## config.mk

```make
export PLATFORM = sky130hd
export DESIGN_NAME = ext_irq_grouper
export DESIGN_NICKNAME = d
export VERILOG_FILES = /design/src/rtl/eint_pkg.sv /design/src/rtl/eint_line_detect.sv /design/src/rtl/eint_ctrl.sv /design/src/rtl/eint_datapath.sv /design/src/rtl/ext_irq_grouper.sv
export SDC_FILE = /design/constraint.sdc
export NUM_CORES = 1
export LEC_CHECK = 0
export ABC_AREA = 1
export BUFFER_PORTS_ARGS = -buffer_cell sky130_fd_sc_hd__buf_2
export CORE_AREA = 5 5 164 135
export CTS_CLUSTER_SIZE = 28
export DETAILED_ROUTE_END_ITERATION = 10
export DIE_AREA = 0 0 169 140
export PLACE_DENSITY = 0.69
export SLEW_MARGIN = 10
export SYNTH_ARGS = -nofsm -noshare
export SYNTH_HDL_FRONTEND = slang
export SYNTH_SLANG_ARGS = --single-unit
export TNS_END_PERCENT = 1
```

## constraint.sdc

```tcl
create_clock -name clk -period 1.35 [get_ports clk]
set_clock_uncertainty 0.15 [all_clocks]
set_input_delay 0.2025 -clock clk [delete_from_list [all_inputs] [get_ports clk]]
set_output_delay 0.2025 -clock clk [all_outputs]
set_load 0.005 [all_outputs]
```

## src/rtl/eint_pkg.sv

```systemverilog
package eint_pkg;

  localparam int NUM_LINES  = 28;
  localparam int REG_W      = 32;
  localparam int MODE_W     = 3;
  localparam int SLOT_W     = 4;
  localparam int LO_LINES   = 16;
  localparam int NUM_SLOTS  = NUM_LINES / 2;
  localparam int LO_SLOTS   = LO_LINES / 2;
  localparam int HI_SLOTS   = NUM_SLOTS - LO_SLOTS;
  localparam int NUM_GROUPS = 4;

  typedef enum logic [1:0] {
    SEL_CFG_LO = 2'b00,
    SEL_CFG_HI = 2'b01,
    SEL_MASK   = 2'b10,
    SEL_PEND   = 2'b11
  } regSel_e;

  typedef struct packed {
    logic                 cfgLoWr;
    logic                 cfgHiWr;
    logic                 maskWr;
    logic [NUM_LINES-1:0] pendClr;
    logic [REG_W-1:0]     data;
  } ctrlStrobe_t;

  function automatic int grpFirst(int g);
    case (g)
      0:       return 0;
      1:       return 4;
      2:       return 12;
      default: return 20;
    endcase
  endfunction

  function automatic int grpLast(int g);
    case (g)
      0:       return 3;
      1:       return 11;
      2:       return 19;
      default: return NUM_LINES - 1;
    endcase
  endfunction

  function automatic logic [NUM_LINES-1:0] groupSpan(int g);
    logic [NUM_LINES-1:0] v;
    v = '0;
    for (int i = 0; i < NUM_LINES; i++) begin
      if (i >= grpFirst(g) && i <= grpLast(g)) v[i] = 1'b1;
    end
    return v;
  endfunction

  function automatic logic [REG_W-1:0] slotKeep(int n);
    logic [REG_W-1:0] w;
    w = '0;
    for (int s = 0; s < n; s++) w[s*SLOT_W +: MODE_W] = '1;
    return w;
  endfunction

  function automatic logic [REG_W-1:0] lineKeep();
    logic [REG_W-1:0] w;
    w = '0;
    for (int i = 0; i < NUM_LINES; i++) w[i] = 1'b1;
    return w;
  endfunction

endpackage

```

## src/rtl/eint_line_detect.sv

```systemverilog
module eint_line_detect
  import eint_pkg::*;
#(
  parameter int SYNC_STAGES = 2
) (
  input  logic              clk,
  input  logic              rstN,
  input  logic              pinIn,
  input  logic [MODE_W-1:0] modeIn,
  output logic              evt
);

  logic [SYNC_STAGES-1:0] chain;
  logic                   syncVal;
  logic                   prevVal;

  always_ff @(posedge clk or negedge rstN) begin
    if (!rstN) begin
      chain   <= '0;
      prevVal <= 1'b0;
    end else begin
      chain   <= {chain[SYNC_STAGES-2:0], pinIn};
      prevVal <= syncVal;
    end
  end

  assign syncVal = chain[SYNC_STAGES-1];

  always_comb begin
    unique casez (modeIn)
      3'b000:  evt = ~syncVal;
      3'b001:  evt = syncVal;
      3'b01?:  evt = prevVal & ~syncVal;
      3'b10?:  evt = ~prevVal & syncVal;
      default: evt = prevVal ^ syncVal;
    endcase
  end

  // an edge-mode event requires a change of the synchronized input
  a_r4_edge_needs_change: assert property (@(posedge clk) disable iff (!rstN)
    (evt && (modeIn[2:1] != 2'b00)) |-> (syncVal != prevVal));

endmodule

```

## src/rtl/eint_ctrl.sv

```systemverilog
module eint_ctrl
  import eint_pkg::*;
(
  input  logic             wrEn,
  input  regSel_e          regSel,
  input  logic [REG_W-1:0] wrData,
  output ctrlStrobe_t      str
);

  always_comb begin
    str         = '0;
    str.data    = wrData;
    if (wrEn) begin
      unique case (regSel)
        SEL_CFG_LO: str.cfgLoWr = 1'b1;
        SEL_CFG_HI: str.cfgHiWr = 1'b1;
        SEL_MASK:   str.maskWr  = 1'b1;
        default:    str.pendClr = wrData[NUM_LINES-1:0];
      endcase
    end
  end

endmodule

```

## src/rtl/eint_datapath.sv

```systemverilog
module eint_datapath
  import eint_pkg::*;
#(
  parameter int SYNC_STAGES = 2
) (
  input  logic                  clk,
  input  logic                  rstN,
  input  logic [NUM_LINES-1:0]  lineIn,
  input  ctrlStrobe_t           str,
  input  regSel_e               rdSel,
  output logic [REG_W-1:0]      rdData,
  output logic [NUM_GROUPS-1:0] grpIrq
);

  localparam logic [REG_W-1:0] LO_KEEP   = slotKeep(LO_SLOTS);
  localparam logic [REG_W-1:0] HI_KEEP   = slotKeep(HI_SLOTS);
  localparam logic [REG_W-1:0] LINE_KEEP = lineKeep();

  logic [REG_W-1:0]     cfgLoQ;
  logic [REG_W-1:0]     cfgHiQ;
  logic [REG_W-1:0]     maskQ;
  logic [NUM_LINES-1:0] pendQ;
  logic [NUM_LINES-1:0] evtVec;
  logic [NUM_LINES-1:0] effReq;

  always_ff @(posedge clk or negedge rstN) begin
    if (!rstN) begin
      cfgLoQ <= '0;
      cfgHiQ <= '0;
      maskQ  <= LINE_KEEP;
      pendQ  <= '0;
    end else begin
      if (str.cfgLoWr) cfgLoQ <= str.data & LO_KEEP;
      if (str.cfgHiWr) cfgHiQ <= str.data & HI_KEEP;
      if (str.maskWr)  maskQ  <= str.data & LINE_KEEP;
      pendQ <= (pendQ & ~str.pendClr) | evtVec;
    end
  end

  for (genvar i = 0; i < NUM_LINES; i++) begin : g_line
    localparam int SLOT = (i < LO_LINES) ? (i / 2) : ((i - LO_LINES) / 2);
    logic [MODE_W-1:0] lineMode;
    if (i < LO_LINES) begin : g_lo
      assign lineMode = cfgLoQ[SLOT*SLOT_W +: MODE_W];
    end else begin : g_hi
      assign lineMode = cfgHiQ[SLOT*SLOT_W +: MODE_W];
    end
    eint_line_detect #(.SYNC_STAGES(SYNC_STAGES)) i_det (
      .clk    (clk),
      .rstN   (rstN),
      .pinIn  (lineIn[i]),
      .modeIn (lineMode),
      .evt    (evtVec[i])
    );
  end

  assign effReq = pendQ & ~maskQ[NUM_LINES-1:0];

  for (genvar g = 0; g < NUM_GROUPS; g++) begin : g_grp
    assign grpIrq[g] = |(effReq & groupSpan(g));
  end

  always_comb begin
    unique case (rdSel)
      SEL_CFG_LO: rdData = cfgLoQ;
      SEL_CFG_HI: rdData = cfgHiQ;
      SEL_MASK:   rdData = maskQ;
      default:    rdData = {{(REG_W-NUM_LINES){1'b0}}, pendQ};
    endcase
  end

  // every detected event is visible in the pending word one cycle later
  a_r6_event_sets_pending: assert property (@(posedge clk) disable iff (!rstN)
    1'b1 |=> (($past(evtVec) & ~pendQ) == '0));

  // a pending bit only drops when it was written with a one
  a_r7_no_spurious_drop: assert property (@(posedge clk) disable iff (!rstN)
    1'b1 |=> ((($past(pendQ) & ~$past(str.pendClr)) & ~pendQ) == '0));

  // a cleared bit with no simultaneous event reads zero afterwards
  a_r7_clear_takes_effect: assert property (@(posedge clk) disable iff (!rstN)
    1'b1 |=> ((pendQ & $past(str.pendClr) & ~$past(evtVec)) == '0));

  // no group output without a live request
  a_r10_group_quiet: assert property (@(posedge clk) disable iff (!rstN)
    (effReq == '0) |-> (grpIrq == '0));

endmodule

```

## src/rtl/ext_irq_grouper.sv

```systemverilog
module ext_irq_grouper
  import eint_pkg::*;
(
  input  logic                  clk,
  input  logic                  rstN,
  input  logic [NUM_LINES-1:0]  lineIn,
  input  logic                  wrEn,
  input  logic [1:0]            regSel,
  input  logic [REG_W-1:0]      wrData,
  output logic [REG_W-1:0]      rdData,
  output logic [NUM_GROUPS-1:0] grpIrq
);

  ctrlStrobe_t strobe;
  regSel_e     selE;

  assign selE = regSel_e'(regSel);

  eint_ctrl i_ctrl (
    .wrEn   (wrEn),
    .regSel (selE),
    .wrData (wrData),
    .str    (strobe)
  );

  eint_datapath #(.SYNC_STAGES(2)) i_dp (
    .clk    (clk),
    .rstN   (rstN),
    .lineIn (lineIn),
    .str    (strobe),
    .rdSel  (selE),
    .rdData (rdData),
    .grpIrq (grpIrq)
  );

  // unused mask bits never read back as set
  a_r9_mask_upper_zero: assert property (@(posedge clk) disable iff (!rstN)
    (regSel == 2'b10) |-> (rdData[REG_W-1:NUM_LINES] == '0));

  // the field-less top of configuration word 1 reads zero
  a_r2_hi_upper_zero: assert property (@(posedge clk) disable iff (!rstN)
    (regSel == 2'b01) |-> (rdData[REG_W-1:HI_SLOTS*SLOT_W] == '0));

endmodule

```

==> results of run 1 <==
-- placed cells by master (no fill, tap or decap) --
cell type | Yosys | routed
a21oi_1 | 3 | 3
buf_12 | 0 | 11
buf_2 | 14 | 97
buf_4 | 1 | 24
buf_6 | 2 | 9
bufinv_16 | 0 | 1
clkbuf_16 | 0 | 17
clkbuf_8 | 0 | 2
clkinv_4 | 0 | 3
clkinvlp_4 | 0 | 4
conb_1 | 1 | 1
dfrtp_1 | 154 | 140
dfrtp_2 | 0 | 14
dfstp_2 | 28 | 28
dlygate4sd3_1 | 0 | 60
ha_1 | 56 | 51
ha_4 | 0 | 5
inv_1 | 148 | 138
inv_2 | 3 | 13
inv_6 | 0 | 5
inv_8 | 0 | 1
nand2_1 | 282 | 271
nand2_2 | 1 | 12
nand3_1 | 118 | 118
nand4_1 | 20 | 20
nor2_1 | 126 | 124
nor2_2 | 1 | 1
nor2_4 | 2 | 4
nor3_1 | 28 | 3
nor3_2 | 0 | 25
o211ai_1 | 3 | 3
o21a_1 | 6 | 6
o21ai_0 | 24 | 21
o21ai_1 | 43 | 42
o21ai_2 | 3 | 7
o22ai_1 | 10 | 7
o22ai_2 | 0 | 2
o22ai_4 | 0 | 1
-- registers in the layout, summed over array words and instances, names as in the netlist --
name,flops
i_dp.maskQ,28
i_dp.cfgHiQ,18
i_dp.pendQ,28
i_dp.g_line.i_det.prevVal,28
i_dp.cfgLoQ,24
i_dp.g_line.i_det.chain,56
-- cell usage after synthesis --
cell type	count
nand2_1	282
dfrtp_1	154
inv_1	148
nor2_1	126
nand3_1	118
ha_1	56
o21ai_1	43
dfstp_2	28
nor3_1	28
o21ai_0	24
nand4_1	20
buf_2	14
clkbuf_1	11
o22ai_1	10
o21a_1	6
a21oi_1	3
inv_2	3
o211ai_1	3
o21ai_2	3
buf_6	2
nor2_4	2
buf_1	1
buf_4	1
conb_1	1
nand2_2	1
nor2_2	1
-- metrics by stage --
step	utilization, %	total power [mW]	TNS, ns	std cells	worst slack [ns]
2_1_floorplan	-	8.14	0	1089	0.126
3_3_place_gp	49.8	9.20	-3.84	1471	-0.143
3_5_place_dp	49.8	9.28	-4.35	1471	-0.152
4_1_cts	56.0	14.5	-10.64	1563	-0.466
5_1_grt	57.2	15.3	-11.95	1563	-0.526
6_report	57.2	14.5	-9.94	1563	-0.438
-- worst max-delay path, cell delays in order, from the launching register on --
cell	delay [ns]
dfstp_2	0.56
o22ai_1	0.09
nor2_1	0.12
nand2_1	0.09
buf_2	0.14
-- kinds of logic after synthesis --
| family | synth area share, % |
|---|---|
| and+or+nand+nor | 27.1 |
| adders and majority gates | 7.84 |
| AOI/OAI and AO/OA | 5.67 |
| buffers and inverters | 7.97 |
| other | 0.0420 |
| DFF | 51.4 |
-- repair_timing --
item / in CTS / in global routing
hold buffers: 60 / 0
gates resized for setup: 33 / 56
pin swaps: 12 / 14
gates cloned: 0 / 0
hold endpoints to repair: 264 / 0
endpoints found under the setup margin: 39 / 61
-- how the worst min path moves through the flow --
stage | from | endpoint | cells past startpoint
2_1_floorplan | rstN | i_dp.cfgHiQ[0]$_DFFE_PN0P_ | 0
3_3_place_gp | rstN | i_dp.g_line[20].i_det.prevVal$_DFF_PN0_ | 1
3_5_place_dp | rstN | i_dp.g_line[20].i_det.prevVal$_DFF_PN0_ | 1
4_1_cts | rstN | i_dp.pendQ[10]$_DFF_PN0_ | 2
5_1_grt | rstN | i_dp.pendQ[10]$_DFF_PN0_ | 2
6_report | rstN | i_dp.pendQ[10]$_DFF_PN0_ | 2
-- cell type report --
cell class | instances | area [sq um]
clock buffer | 18 | 439
clock inverter | 14 | 141
fill | 1795 | 8690
inverter | 151 | 567
multi-input combinational | 727 | 3910
sequential | 182 | 4610
tap | 269 | 337
timing repair buffer | 202 | 1600
-- power groups by stage --
stage          clock network (mW)  logic (mW)  registers [mW]
2_1_floorplan                   0        1.53            6.61
3_3_place_gp                    0        2.40            6.81
3_5_place_dp                    0        2.46            6.83
4_1_cts                      5.06        2.68            6.75
5_1_grt                      5.28        3.18            6.87
6_report                     4.94        2.79            6.78
-- metal layers --
layer | vias to the layer above | track usage [%]
met1 | 3739 | 27.0
met2 | 183 | 32.1
met5 | - | 0
met3 | 17 | 3.92
li1 | 3833 | -
met4 | 0 | 3.52
==> key figures, run 1 <==
Place
  – Port Buffer Count: 98
  – HPWL after DPL: approximately 16 mm
  – Gp weighted congestion: 0.843
  – Cell Area, Placed: between 10000 and 15000 sq um

Routing
  – Max Used Layer: met4
  – Antenna-violating nets left: 0
  – Metal2 WL: around 11 mm
  – Vias: between 7000 and 8000
  – Drt first pass iters: 6
  – Vias per inst: 4.97
  – 1st-iter DRT viols: about 530
  – Drc violations: 0
  – Routed WL: roughly 23 mm
  – Routed length per instance: between 10 and 15 microns
  – Metal3 WL: approximately 1.1 mm
  – M1 wire length: around 11 mm

Power
  – Power density cells: approximately 1300 nW/um^2
  – VDD IR max: roughly 700 uV
  – Comb power frac: 19.2%
  – Seq pwr share: a little under half
  – NetSw: roughly 4.5 mW
  – Switching fraction of total power: 31.2%
  – Internal power: about 10 mW
  – Clock share of power: 34.1%
  – Leakage power: 5.88 nW

Timing
  – Min Tclk post-route: 1.79 ns
  – Endpoints failing hold: 0
  – Number of setup violations in the final report: 35
  – FMAX: approximately 560 MHz
  – Max-slew violations: 0
  – Final period util: 132%
  – PnR worst setup slack: -0.438 ns
  – Hold_ws: 0.0732 ns
  – RSZ-0062 raised after global routing: true

Yosys
  – Mapped cell area: between 8000 and 9000 sq um
  – Post-synthesis sequential area ratio: approximately half
  – Synth Register Bits: about 180
  – Share of the synthesized area in the top cell type: roughly 43%
  – Area contributors post-synth: dfrtp_1 (43%), nand2_1 (12%), dfstp_2 (8.2%), ha_1 (7.8%), nand3_1 (6.6%)
  – Post-Syn Instances: 1089
  – Synth Net Count: between 1000 and 1500
  – Syn_area_per_cell: about 8 sq um
  – Post-synth top area cell: dfrtp_1
  – Ys Warns: 0
  – Library cells used by synthesis: 26

Setup path
  – R2R Path Start: i_dp.g_line[10].i_det.chain[1]$_DFF_PN0_
  – Worst reg2reg path depth: 5
  – Crit path DAT: approximately 1.4 ns
  – CP Max Fanout: 3
  – Setup crit end: grpIrq[1]
  – Worst setup path class: register to output port
  – Worst setup path start: i_dp.maskQ[10]$_DFFE_PN1P_
  – R2r endpoint: i_dp.pendQ[10]$_DFF_PN0_
  – CP Launch Type: register
  – Critical Path RT: 1.00 ns
  – Reg-to-reg setup timing slack: 0.05 ns
  – Critical path capture point type: output port

Floorplan
  – Initial core utilization: around 44%
  – Row cnt: 47
  – Die Span X: 169 microns
  – Die Span Y: 140 microns
  – Die area: between 20000 and 25000 sq um
  – I/O pin total: roughly 100
  – Total core area: 20300 sq um

CTS
  – H-Tree Depth: 4
  – TritonCTS Buffers: 17
  – Worst skew pair latency: around 0.44 ns
  – Post CTS Setup Buffer Count: 0
  – CTS tree: built
  – Clock Sinks: ~180
  – Bufs on Longest Clock Path: 2
  – Root buffer cell: clkbuf_16
  – Clk slew on worst S/H paths: roughly 0.070 ns

Global routing
  – Grt ovf: 0
  – Pin count of the biggest net entering global routing: 42
  – First-pass GRT wire length: about 37 mm
  – GRT Resource Usage Total: 19.4%
  – Number of global-route vias before repair: about 7400
  – Antenna violations before repair: 1

Finish
  – Design Area, Final: between 10000 and 15000 sq um
  – Share of cells above drive strength 1: 22.1%
  – Diode count: 0
  – Nets: 1402
  – Layout area overhead: 29.8%

Run status
  – Status: finished with violations
  – Failing checks: setup timing

Job
  – MaxCap Viol Count: 0

Hold path
  – Hold Path Class: primary input to async pin
(Power assumes the default switching activity.)
==> run 2: changes to the inputs <==
Settings changed: CORE_AREA 5 5 164 135 to 5 5 206 108, DIE_AREA 0 0 169 140 to 0 0 211 113.
==> key figures, run 2 (same netlist as run 1, synthesis figures left out) <==
Run status
  – Status: finished with violations
  – Failing checks: setup timing

Timing
  – Max-slew violations: 0 (unchanged)
  – Min Tclk post-route: 1.82 ns (+0.0363 ns)
  – PnR worst setup slack: -0.474 ns (-0.0363 ns)
  – RSZ-0062 raised after global routing: true
  – Fin Setup TNS: -10.47 ns (-0.530 ns)
  – Number of setup violations in the final report: 35 (unchanged)
  – Endpoints failing hold: 0 (unchanged)
  – FMAX: 548 MHz (-2.0%)
  – Final period util: 135% (+2.7 points)

Global routing
  – GRT Resource Usage Total: 21.5% (+2.1 points)
  – First-pass GRT wire length: 40.3 mm (+8.7%)
  – Grt ovf: 0 (unchanged)
  – Pin count of the biggest net entering global routing: 49 (+17%)
  – Antenna violations before repair: 0 (-1)
  – Number of global-route vias before repair: 7511 (+1.4%)

Routing
  – Drc violations: 0 (unchanged)
  – Vias per inst: 5.00 (+0.54%)
  – 1st-iter DRT viols: 698 (+31%)
  – Routed WL: 24.7 mm (+8.5%)
  – Routed length per instance: 15.7 microns (+7.8%)
  – Drt first pass iters: 5 (-1)
  – Vias: 7869 (+1.2%)
  – Antenna-violating nets left: 0 (unchanged)

Power
  – Power density cells: 1260 nW/um^2 (+0.60%)
  – Tot Pwr: 14.7 mW (+1.2%)
  – VDD IR max: 842 uV (+21%)
  – Leakage power: 5.90 nW (+0.27%)

CTS
  – Root buffer cell: clkbuf_16
  – CTS tree: built
  – Bufs on Longest Clock Path: 2 (unchanged)
  – Post CTS Setup Buffer Count: 0 (unchanged)
  – Clk slew on worst S/H paths: 0.07 ns (about the same)
  – Worst skew pair latency: 0.45 ns (about the same)
  – H-Tree Depth: 4 (unchanged)
  – Clock Sinks: 182 (unchanged)
  – TritonCTS Buffers: 17 (unchanged)

Place
  – HPWL after DPL: 17.8 mm (+11%)
  – Port Buffer Count: 98 (unchanged)
  – Gp weighted congestion: 0.886 (+5.1%)

Floorplan
  – Die Span X: 211 microns (+25%)
  – Die area: 23800 sq um (+0.77%)
  – Row cnt: 37 (-21%)
  – Die Span Y: 113 microns (-19%)
  – I/O pin total: 101 (unchanged)
  – Initial core utilization: 44.3% (+0.23 points)
  – Total core area: 20200 sq um (-0.51%)

Finish
  – Share of cells above drive strength 1: 23.5% (+1.4 points)
  – Max reg flops: 56 (unchanged)
  – Post-Route Utilization: 57.8% (+0.61 points)
  – Most common cell after layout, fill and taps aside: nand2_1
  – Diode count: 0 (unchanged)
  – Most frequent cells in the layout: nand2_1 (269), dfrtp_1 (136), inv_1 (132)
  – Nets: 1409 (+0.50%)
  – Largest register by flop count: i_dp.g_line.i_det.chain
  – Layout area overhead: 30.5%
  – Fillers: 1824 (+1.6%)

Setup path
  – Crit path DAT: 1.47 ns (+0.03 ns)
  – CP Max Fanout: 2 (-1)
  – Worst setup path class: register to output port
  – Critical Path RT: 1.00 ns (about the same)
  – CP Launch Type: register
  – Critical path capture point type: output port

Job
  – MaxCap Viol Count: 0 (unchanged)

Hold path
  – Hold Path Class: primary input to register
-- run 2: layer usage --
metal	up-vias	track usage (%)	routed length, microns
met5	-	0	0
met4	0	6.04	338
met1	3746	33.2	12300
met2	235	30.2	10200
met3	27	4.88	1860
li1	3861	-	-
-- run 2: final cells by class --
type / instances / area, sq um / share of cell area [%]
flip-flops and latches: 182 / 4610 / 39.5
multi-input cells: 727 / 3890 / 33.3
repair buffers: 209 / 1660 / 14.3
inverters: 151 / 569 / 4.88
clock buffers: 18 / 439 / 3.77
well taps: 273 / 342 / 2.93
clock inverters: 14 / 149 / 1.28
-- run 2: path summary, 6_finish.rpt --
kind	startpoint	endpoint	slack, ns	cells past startpoint
hold reg to reg	i_dp.g_line[25].i_det.chain[0]$_DFF_PN0_	i_dp.g_line[25].i_det.chain[1]$_DFF_PN0_	0.20	0
hold / removal	wrEn	i_dp.maskQ[15]$_DFFE_PN1P_	0.05	4
setup reg to reg	i_dp.g_line[27].i_det.chain[1]$_DFF_PN0_	i_dp.pendQ[27]$_DFF_PN0_	0.04	6
max in group asynchronous	rstN	i_dp.maskQ[25]$_DFFE_PN1P_	0.38	3
setup / recovery	i_dp.maskQ[17]$_DFFE_PN1P_	grpIrq[2]	-0.47	6
min in group asynchronous	rstN	i_dp.g_line[0].i_det.prevVal$_DFF_PN0_	0.09	2
-- run 2: power breakdown --
group	internal, mW	total (mW)	leakage, nW	switching [mW]
logic	1.21	2.86	3.59	1.65
registers	6.14	6.82	2.03	0.672
clock network	2.78	5.00	0.279	2.22
-- run 2: repair_timing --
action                                  CTS  global route
pin swaps                                17            25
endpoints found under the setup margin   39            63
hold endpoints to repair                264             0
resized for setup                        34            67
cloned                                    0             0
hold buffers                             60             0
-- run 2: through the flow --
step	std cells	area [sq um]	hold slack [ns]	setup slack [ns]
floorplan	1089	8930	-0.243	0.126
global placement	1483	10200	-0.00104	-0.200
detailed placement	1483	10200	-0.000381	-0.211
CTS	1574	11400	0.0236	-0.502
global route	1574	11700	0.0508	-0.541
finish	1574	11700	0.0464	-0.474
-- run 2: worst max-delay path, stage by stage (launching register included) --
cell and delay [ns]:
dfstp_2 0.53, inv_1 0.04, nand2_1 0.05, o21ai_1 0.06, nor2_1 0.13, nand2_1 0.08
buf_2 0.13
==> run 3: changes to the inputs <==
Settings changed: CELL_PAD_IN_SITES_DETAIL_PLACEMENT from default to 1, CELL_PAD_IN_SITES_GLOBAL_PLACEMENT from default to 1, CORE_AREA 5 5 206 108 to 5 5 208 109, DIE_AREA 0 0 211 113 to 0 0 213 114, PLACE_DENSITY 0.69 to 0.85.
==> key figures, run 3 (same netlist as run 1, synthesis figures left out) <==
Routing
  – Drc violations: 0 (unchanged)
  – Vias: 8280 (+5.2%)
  – Antenna-violating nets left: 0 (unchanged)
  – 1st-iter DRT viols: 595 (-15%)
  – Drt first pass iters: 5 (unchanged)
  – Routed length per instance: 19.4 microns (+24%)
  – Routed WL: 30.6 mm (+24%)
  – Vias per inst: 5.26 (+5.2%)

Finish
  – Most frequent cells in the layout: nand2_1 (261), dfrtp_1 (130), inv_1 (127)
  – Largest register by flop count: i_dp.g_line.i_det.chain
  – Design Area, Final: 11700 sq um (+0.71%)
  – Diode count: 0 (unchanged)
  – Nets: 1403 (-0.43%)
  – Layout area overhead: 31.4%
  – Max reg flops: 56 (unchanged)
  – Most common cell after layout, fill and taps aside: nand2_1
  – Share of cells above drive strength 1: 25.3% (+1.7 points)

Power
  – Tot Pwr: 15.3 mW (+4.4%)
  – VDD IR max: 793 uV (-5.8%)
  – Power density cells: 1310 nW/um^2 (+3.7%)
  – Leakage power: 5.90 nW (about the same)

Floorplan
  – Die area: 24300 sq um (+1.8%)
  – Total core area: 21000 sq um (+3.9%)
  – I/O pin total: 101 (unchanged)
  – Die Span X: 213 microns (+0.95%)
  – Initial core utilization: 42.6% (-1.7 points)
  – Row cnt: 38 (+2.7%)
  – Die Span Y: 114 microns (+0.88%)

CTS
  – CTS tree: built
  – Worst skew pair latency: 0.45 ns (about the same)
  – Bufs on Longest Clock Path: 2 (unchanged)
  – H-Tree Depth: 4 (unchanged)
  – Root buffer cell: clkbuf_16
  – Clk slew on worst S/H paths: 0.07 ns (about the same)
  – Clock Sinks: 182 (unchanged)
  – TritonCTS Buffers: 17 (unchanged)

Timing
  – FMAX: 540 MHz (-1.5%)
  – PnR worst setup slack: -0.501 ns (-0.0270 ns)
  – Max-slew violations: 0 (unchanged)
  – Number of setup violations in the final report: 37 (+5.7%)
  – Min Tclk post-route: 1.85 ns (+0.0270 ns)
  – Endpoints failing hold: 0 (unchanged)
  – Final period util: 137% (+2.0 points)
  – RSZ-0062 raised after global routing: true

Hold path
  – Hold Path Class: primary input to register

Global routing
  – Pin count of the biggest net entering global routing: 43 (-12%)
  – First-pass GRT wire length: 48.5 mm (+20%)
  – Antenna violations before repair: 1 (+1)
  – Grt ovf: 0 (unchanged)
  – GRT Resource Usage Total: 25.8% (+4.3 points)
  – Number of global-route vias before repair: 8915 (+19%)

Setup path
  – CP Launch Type: register
  – Critical Path RT: 1.00 ns (about the same)
  – Crit path DAT: 1.50 ns (+0.03 ns)
  – Worst setup path class: register to output port
  – CP Max Fanout: 2 (unchanged)
  – Critical path capture point type: output port

Place
  – Port Buffer Count: 98 (unchanged)
  – Gp weighted congestion: 0.834 (-5.8%)
  – Cell Area, Placed: 10100 sq um (-0.28%)
  – HPWL after DPL: 20.6 mm (+15%)

Run status
  – Failing checks: setup timing
  – Status: finished with violations

Job
  – MaxCap Viol Count: 0 (unchanged)
-- run 3: what timing repair did --
item	in CTS	in global routing
endpoints found under the hold margin	268	0
setup buffers	1	0
hold buffers	60	0
setup endpoints to repair	49	62
gates resized for setup	61	70
pin swaps	16	19
-- run 3: path summary, 6_finish.rpt --
kind	depth (start not counted)	slack, ns	start	to
min in group asynchronous	2	0.06	rstN	i_dp.g_line[16].i_det.chain[0]$_DFF_PN0_
max in group asynchronous	3	0.42	rstN	i_dp.maskQ[8]$_DFFE_PN1P_
worst min register to register	0	0.20	i_dp.g_line[4].i_det.chain[0]$_DFF_PN0_	i_dp.g_line[4].i_det.chain[1]$_DFF_PN0_
worst max register to register	6	-0.02	i_dp.g_line[8].i_det.chain[1]$_DFF_PN0_	i_dp.pendQ[8]$_DFF_PN0_
worst max-delay path	5	-0.50	i_dp.pendQ[21]$_DFF_PN0_	grpIrq[3]
worst min-delay path	4	0.04	wrEn	i_dp.maskQ[11]$_DFFE_PN1P_
-- run 3: worst max-delay path, stage by stage, from the launching register on --
cell and delay, ns:
dfrtp_1 0.40, inv_1 0.09, o22ai_2 0.34, nor2_4 0.04
nand2_1 0.07, buf_2 0.11
-- run 3: power by group --
part           switching (mW)  internal, mW  total (mW)
clock                    2.22          3.11        5.33
combinational            1.87          1.25        3.12
sequential              0.734          6.15        6.88
-- run 3: final cells by class --
type                    count  area, sq um
fillers                  2481         9220
flip-flops and latches    182         4620
multi-input cells         727         3960
repair buffers            203         1630
inverters                 151          572
clock buffers              24          492
well taps                 280          350
clock inverters             8          121
-- run 3: per-layer routing --
| metal | track usage, % | part of all wire, % | vias to the layer above |
|---|---|---|---|
| met3 | 5.36 | 5.5 | 63 |
| met4 | 9.08 | 2.7 | 2 |
| met5 | 0 | 0.042 | - |
| met1 | 35.5 | 46 | 4161 |
| met2 | 41.0 | 46 | 226 |
| li1 | - | - | 3828 |
-- run 3: through the flow --
step / cells / TNS [ns] / hold slack, ns / setup WS (ns) / util (%)
3_3_place_gp: 1483 / -2.41 / -0.0440 / -0.150 / 48.4
6_report: 1575 / -11.43 / 0.0444 / -0.501 / 56.0
5_1_grt: 1575 / -13.41 / 0.0391 / -0.571 / 56.0
3_5_place_dp: 1483 / -4.77 / -0.0455 / -0.181 / 48.4
4_1_cts: 1575 / -12.01 / 0.0183 / -0.523 / 55.0
2_1_floorplan: 1089 / 0 / -0.243 / 0.126 / -
